### config.mk
export PLATFORM = sky130hd
export DESIGN_NAME = harmonic_divtree
export DESIGN_NICKNAME = d
export VERILOG_FILES = /design/src/rtl/hdiv_pkg.sv /design/src/rtl/hdiv_stage.sv /design/src/rtl/hdiv_half.sv /design/src/rtl/harmonic_divtree.sv
export SDC_FILE = /design/constraint.sdc
export NUM_CORES = 1
export LEC_CHECK = 0
export BUFFER_PORTS_ARGS = -buffer_cell sky130_fd_sc_hd__clkbuf_2
export CORE_MARGIN = 2
export CORE_UTILIZATION = 25
export CTS_CLUSTER_DIAMETER = 120
export CTS_CLUSTER_SIZE = 12
export DETAILED_ROUTE_END_ITERATION = 8
export GPL_ROUTABILITY_DRIVEN = 0
export PLACE_DENSITY = 0.41
export SYNTH_ARGS = -nofsm -noshare
export SYNTH_HDL_FRONTEND = slang
export SYNTH_SLANG_ARGS = --single-unit
### constraint.sdc
create_clock -name clk -period 1.96 [get_ports clk]
set_input_delay 0.098 -clock clk [delete_from_list [all_inputs] [get_ports clk]]
set_output_delay 0.098 -clock clk [all_outputs]
set_load 0.05 [all_outputs]
### src/rtl/hdiv_pkg.sv
package hdiv_pkg;
  // Counter width needed to hold 0 .. n-1 (at least one bit).
  function automatic int unsigned cnt_width(input int unsigned n);
    return (n <= 2) ? 1 : $clog2(n);
  endfunction

  // Ratio of input edges to one full period of tap k, given the prefix product.
  function automatic int unsigned tap_period(input int unsigned prefix_prod);
    return 2 * prefix_prod;
  endfunction
endpackage

### src/rtl/hdiv_stage.sv
module hdiv_stage #(
  parameter int unsigned N = 3
) (
  input  logic clk,
  input  logic rst,
  input  logic src_stb,
  output logic out_stb
);
  localparam int unsigned W = hdiv_pkg::cnt_width(N);
  localparam logic [W-1:0] LAST = W'(N - 1);

  logic [W-1:0] cnt;
  logic         wrap;

  assign wrap    = (cnt == LAST);
  assign out_stb = src_stb && wrap;

  always_ff @(posedge clk) begin
    if (rst)          cnt <= '0;
    else if (src_stb) cnt <= wrap ? '0 : cnt + W'(1);
  end
endmodule

### src/rtl/hdiv_half.sv
module hdiv_half (
  input  logic clk,
  input  logic rst,
  input  logic src_stb,
  output logic sq
);
  always_ff @(posedge clk) begin
    if (rst)          sq <= 1'b0;
    else if (src_stb) sq <= ~sq;
  end
endmodule

### src/rtl/harmonic_divtree.sv
module harmonic_divtree #(
  parameter int unsigned NSTG = 3,
  parameter int unsigned FACTORS [NSTG] = '{3, 5, 7}
) (
  input  logic          clk,
  input  logic          rst,
  input  logic          edge_en,
  output logic [NSTG:0] tap
);
  localparam int unsigned NTAP = NSTG + 1;

  // node_stb[0] is the input edge; node_stb[k+1] is the output of stage k.
  logic [NSTG:0] node_stb;
  assign node_stb[0] = edge_en;

  for (genvar k = 0; k < NSTG; k++) begin : g_stage
    hdiv_stage #(.N(FACTORS[k])) u_stage (
      .clk     (clk),
      .rst     (rst),
      .src_stb (node_stb[k]),
      .out_stb (node_stb[k+1])
    );
  end

  for (genvar k = 0; k < NTAP; k++) begin : g_tap
    hdiv_half u_half (
      .clk     (clk),
      .rst     (rst),
      .src_stb (node_stb[k]),
      .sq      (tap[k])
    );
  end
endmodule

==> results.yml, run 1 <==
outcome:
  status: "complete, no violations"
clock_network:
  cts_max_level: 1
  ctsLongestPathBuffers: 2
  cts_setup_buffers: 0
  numCtsBuffers: 3
  cts_root_buf: "clkbuf_4"
  cts_sinks: 12
  clkTransAtPathRegs_ps: 80
  cts.repair.resized: 0
  cts_tree: "done"
  cts_hold_buf: 0
  insertion_delay_ps: 270
global_routing:
  overflow: 0
  grt_pass1_wl_um: 1730
  antenna_found_initial: 0
  grt_util_met2_pct: 13.5
  use_met3_pct: 2.82
  grt_pass1_vias: 391
  grt_max_degree: 11
  grt_util_met1_pct: 10.3
  track_usage_pct: 8.50
  top_usage_layer: "met2"
placement:
  port-buffer-count: 6
setup_path:
  cp.required_ps: 2160
  rrSetupSlack_ps: 590
  r2r-start: "g_stage[1].u_stage.cnt[0]$_SDFFE_PP0P_"
  endpoint: "g_stage[2].u_stage.cnt[2]$_SDFFE_PP0P_"
  end_kind: "flop"
  crit_slowest_cell: "or4_1"
  rr_worst_depth: 5
  cp_cell_sequence: "inv_1 -> ha_1 -> nand3_1 -> or4_1 -> a21oi_1"
  worstReg2RegEnd: "g_stage[2].u_stage.cnt[2]$_SDFFE_PP0P_"
  startpoint: "g_stage[1].u_stage.cnt[0]$_SDFFE_PP0P_"
  path_class: "flop to flop"
  crit_fanout: 4
  worstPathArrival_ps: 1570
  cp_slowest_stage_delay_ps: 420
  start_kind: "flop"
timing:
  fin_setup_tns_ps: 0
  slew_violations: 0
  setup_viol: 0
  slew_headroom_pct: 78.8
  skew_ps: 5.81
  worstMarginPinSlew_ps: 314
  whs_ps: 139
  min_period_ps: 1370
  min_period_over_period_pct: 69.8
  hold_violations: 0
  fmax_ghz: 0.730
  grt_setup_unrepaired: "no"
synth:
  synth_cell_type_count: 26
  yosys-top-cells-area: "dfxtp_1 (40%), buf_4 (6.3%), nor2_1 (4.4%)"
  synth_area_um2: 599
  yosys_register_bits: 12
  synthCells: 67
  synth_top_area_share_pct: 40.1
  yosysSeqAreaShare_pct: 40.1
  ys_warn_count: 0
  yosysTopAreaCell: "dfxtp_1"
  avgSynthCellArea_um2: 8.95
  synth_nets: 72
floorplanning:
  die_area_um2: 2800
  core_um2: 2230
  die_y_um: 53.0
  num_rows: 17
  initial_core_util_pct: 26.8
  ioPinCount: 7
  die_x_um: 53.0
drt:
  drt-initial-drc-count: 2
  drcViolationCount: 0
  wl_per_cell_um: 10.1
  ant_nets: 0
  via_per_inst: 4.47
  wirelength_um: 990
  vias: 438
  dr.pass1.iters: 4
pwr:
  powerDensity_nw_per_um2: 763
  power_leakage_nw: 0.243
  ir_worst_vdd_mv: 0.385
final_layout:
  diodes: 0
  drive_gt1_share_pct: 21.4
  fin_nets: 76
  layout_commonest_cell: "dfxtp_1"
  area_growth_pct: 7.93
  layout_common_cells: "dfxtp_1 (12), nor2_1 (7), clkbuf_2 (6)"
worst_hold_path:
  hp-class: "input port to flop"
job:
  drv_cap: 0
[per-stage QoR]
step / instance area, µm² / cells / util [%] / power (mW) / setup slack (ps)
after floorplan: 599 / 67 / - / 0.301 / 690
after global placement: 611 / 94 / 27.3 / 0.303 / 643
after detailed placement: 611 / 94 / 27.3 / 0.303 / 615
after CTS: 647 / 98 / 29.0 / 0.506 / 593
after global routing: 647 / 98 / 29.0 / 0.524 / 475
final: 647 / 98 / 29.0 / 0.494 / 591
[cells in the mapped netlist, drive strengths merged]
master and n:
or4 1, nand2b 1, nand3b 2, nor3 1, ha 2, a21oi 5
o41ai 1, dfxtp 12, mux2i 2, o311ai 1, o21ai 4, o21a 1
or2b 1, xnor2 3, or3 1, nor4 1, nor2 7, and3b 1
nand2 5, nand3 3, buf 7, inv 4, o31a 1
[cells by family after synthesis]
family / synth area share (%)
xor+xnor: 4.38
fa+ha+maj: 4.17
simple gates: 23.2
mux: 3.34
compound gates: 13.4
buf+inv: 11.5
flops: 40.1
[routing by layer]
metal / wire (µm) / part of all wire, %
met4: 0 / 0
met1: 495 / 50
met5: 0 / 0
met3: 44 / 4.4
met2: 450 / 45
[worst min path at each step]
stage / start / end / cells after the start
2_1_floorplan: rst / g_stage[0].u_stage.cnt[1]$_SDFFE_PP0P_ / 2
3_3_place_gp: rst / g_stage[2].u_stage.cnt[2]$_SDFFE_PP0P_ / 2
3_5_place_dp: rst / g_stage[0].u_stage.cnt[1]$_SDFFE_PP0P_ / 2
4_1_cts: rst / g_stage[0].u_stage.cnt[1]$_SDFFE_PP0P_ / 2
5_1_grt: rst / g_stage[1].u_stage.cnt[1]$_SDFFE_PP0P_ / 2
6_report: rst / g_tap[2].u_half.sq$_SDFFE_PP0P_ / 2
[registers in the layout (all words and copies together) (netlist names)]
signal,flops
g_stage.u_stage.cnt,8
g_tap.u_half.sq,4
[layout make-up]
type	count	area (µm²)
Tap cell	28	35.0
Multi-Input combinational cell	44	290
Inverter	4	15.0
Fill cell	244	1590
Timing Repair Buffer	6	30.0
Sequential cell	12	240
Clock buffer	4	36.3
[worst max-delay path: cells and delay by family, from the launching register on]
kind                     cells  cell delay [ps]
buffers and inverters        1               60
flip-flops                   1              340
adder cells (fa/ha/maj)      1              190
AO/OA/AOI/OAI                1              150
AND/OR/NAND/NOR              2              560
[power breakdown]
part           switching, mW  internal [mW]
registers            0.00609          0.250
logic                 0.0252         0.0152
clock network         0.0841          0.113
total                  0.115          0.378
Power figures use the tool's default switching activity.
==> run 2: changes to the inputs <==
--- a/config.mk
+++ b/config.mk
@@ -12,7 +12,7 @@
 export CTS_CLUSTER_SIZE = 12
 export DETAILED_ROUTE_END_ITERATION = 8
 export GPL_ROUTABILITY_DRIVEN = 0
-export PLACE_DENSITY = 0.41
+export PLACE_DENSITY = 0.42
 export SYNTH_ARGS = -nofsm -noshare
 export SYNTH_HDL_FRONTEND = slang
 export SYNTH_SLANG_ARGS = --single-unit
==> constraint.sdc (replaced) <==
create_clock -name clk -period 1.2 [get_ports clk]
set_input_delay 0.06 -clock clk [delete_from_list [all_inputs] [get_ports clk]]
set_output_delay 0.06 -clock clk [all_outputs]
set_load 0.05 [all_outputs]
==> results.yml, run 2 (synthesized netlist as in run 1, its figures left out) <==
outcome:
  status: "finished with violations"
  violations: "negative setup slack"
placement:
  port-buffer-count: 6
  place_area_um2: 677
  hpwlAfterDp_um: 766
  dp_cells: 100
final_layout:
  regArea_um2: 244
  layout_commonest_cell: "dfxtp_1"
  regMostFlops: "g_stage.u_stage.cnt"
  diodes: 0
  n_fill_cell: 236
  fin_area_um2: 737
  largest_reg_flops: 8
  multi_input_area_um2: 332
  drive_gt1_share_pct: 42.1
  area_growth_pct: 23.0
  fin_nets: 82
  reg_top3: "g_stage.u_stage.cnt (8), g_tap.u_half.sq (4)"
  layout_common_cells: "dfxtp_1 (9), nor2_1 (7), clkbuf_2 (6), buf_4 (6)"
  fin_cells: 104
drt:
  wl_per_cell_um: 10.3
  drt-initial-drc-count: 8
  dr.pass1.iters: 4
  vias: 465
  via_per_inst: 4.47
  ant_nets: 0
  drcViolationCount: 0
  wirelength_um: 1070
setup_path:
  start_kind: "flop"
  path_class: "flop to flop"
  worstPathArrival_ps: 1470
  crit_fanout: 3
  end_kind: "flop"
  cp.required_ps: 1410
global_routing:
  grt_max_degree: 11
  overflow: 0
  track_usage_pct: 8.60
  grt_pass1_wl_um: 1640
  grt_pass1_vias: 369
  antenna_found_initial: 0
job:
  drv_cap: 0
floorplanning:
  core_um2: 2230
  num_rows: 17
  die_x_um: 53.0
  ioPinCount: 7
  initial_core_util_pct: 26.8
  die_y_um: 53.0
  die_area_um2: 2800
timing:
  slew_violations: 0
  slew_headroom_pct: 79.1
  fmax_ghz: 0.791
  grt_setup_unrepaired: "yes"
  hold_violations: 0
  min_period_over_period_pct: 105
  finalWorstSetupSlack_ps: -63.6
  whs_ps: 110
  setup_viol: 3
  worstMarginPinSlew_ps: 309
  skew_ps: 5.74
  min_period_ps: 1260
clock_network:
  ctsLongestPathBuffers: 2
  insertion_delay_ps: 270
  clkTransAtPathRegs_ps: 70
  cts_max_level: 1
  cts_root_buf: "clkbuf_4"
  cts_sinks: 12
  numCtsBuffers: 3
  cts_setup_buffers: 0
  cts_tree: "done"
pwr:
  ir_worst_vdd_mv: 0.782
  power_leakage_nw: 0.279
  powerDensity_nw_per_um2: 1100
worst_hold_path:
  hp-class: "input port to flop"
[run 2: area by class of cell]
class,instances,area share (%)
Multi-Input combinational cell,44,45.0
Sequential cell,12,33.1
Timing Repair Buffer,12,10.2
Clock buffer,4,4.92
Tap cell,28,4.75
Inverter,4,2.04
[run 2: worst paths after layout]
check | cells after the start | slack, ps | from | endpoint
max | 5 | -60 | g_stage[1].u_stage.cnt[0]$_SDFFE_PP0P_ | g_stage[2].u_stage.cnt[2]$_SDFFE_PP0P_
min | 2 | 110 | rst | g_stage[2].u_stage.cnt[2]$_SDFFE_PP0P_
max reg2reg | 5 | -60 | g_stage[1].u_stage.cnt[0]$_SDFFE_PP0P_ | g_stage[2].u_stage.cnt[2]$_SDFFE_PP0P_
min reg2reg | 2 | 490 | g_stage[2].u_stage.cnt[0]$_SDFFE_PP0P_ | g_stage[2].u_stage.cnt[0]$_SDFFE_PP0P_
[run 2: what timing repair did]
action,in CTS,in global routing
cloned,0,0
hold buffers,0,0
setup endpoints to repair,3,4
pin swaps,0,6
resized for setup,4,5
[run 2: critical path, stage by stage (launching register included)]
cell     delay, ps
dfxtp_2        320
inv_2           60
ha_4           160
nand3_4         80
or4_4          430
a21oi_2        160
[run 2: stage by stage]
stage	worst slack (ps)	TNS (ps)	utilization, %	power [mW]
2_1_floorplan	0.568	0	-	0.495
3_3_place_gp	-40.1	-71.8	30.3	0.507
3_5_place_dp	-78.3	-113	30.3	0.507
4_1_cts	-52.6	-52.6	32.2	0.825
5_1_grt	-129	-282	33.0	0.858
6_report	-63.6	-71.2	33.0	0.810
[run 2: per-layer routing]
| metal | up-vias | part of all wire [%] | global-route usage, % |
|---|---|---|---|
| met3 | 2 | 5.6 | 5.08 |
| met5 | - | 0 | 0 |
| met2 | 11 | 44 | 11.0 |
| li1 | 241 | - | - |
| met4 | 0 | 1.8 | 5.13 |
| met1 | 211 | 48 | 10.7 |
[run 2: report_power, final]
group | internal, mW | switching, mW
clock | 0.184 | 0.126
sequential | 0.409 | 0.00745
combinational | 0.0347 | 0.0479
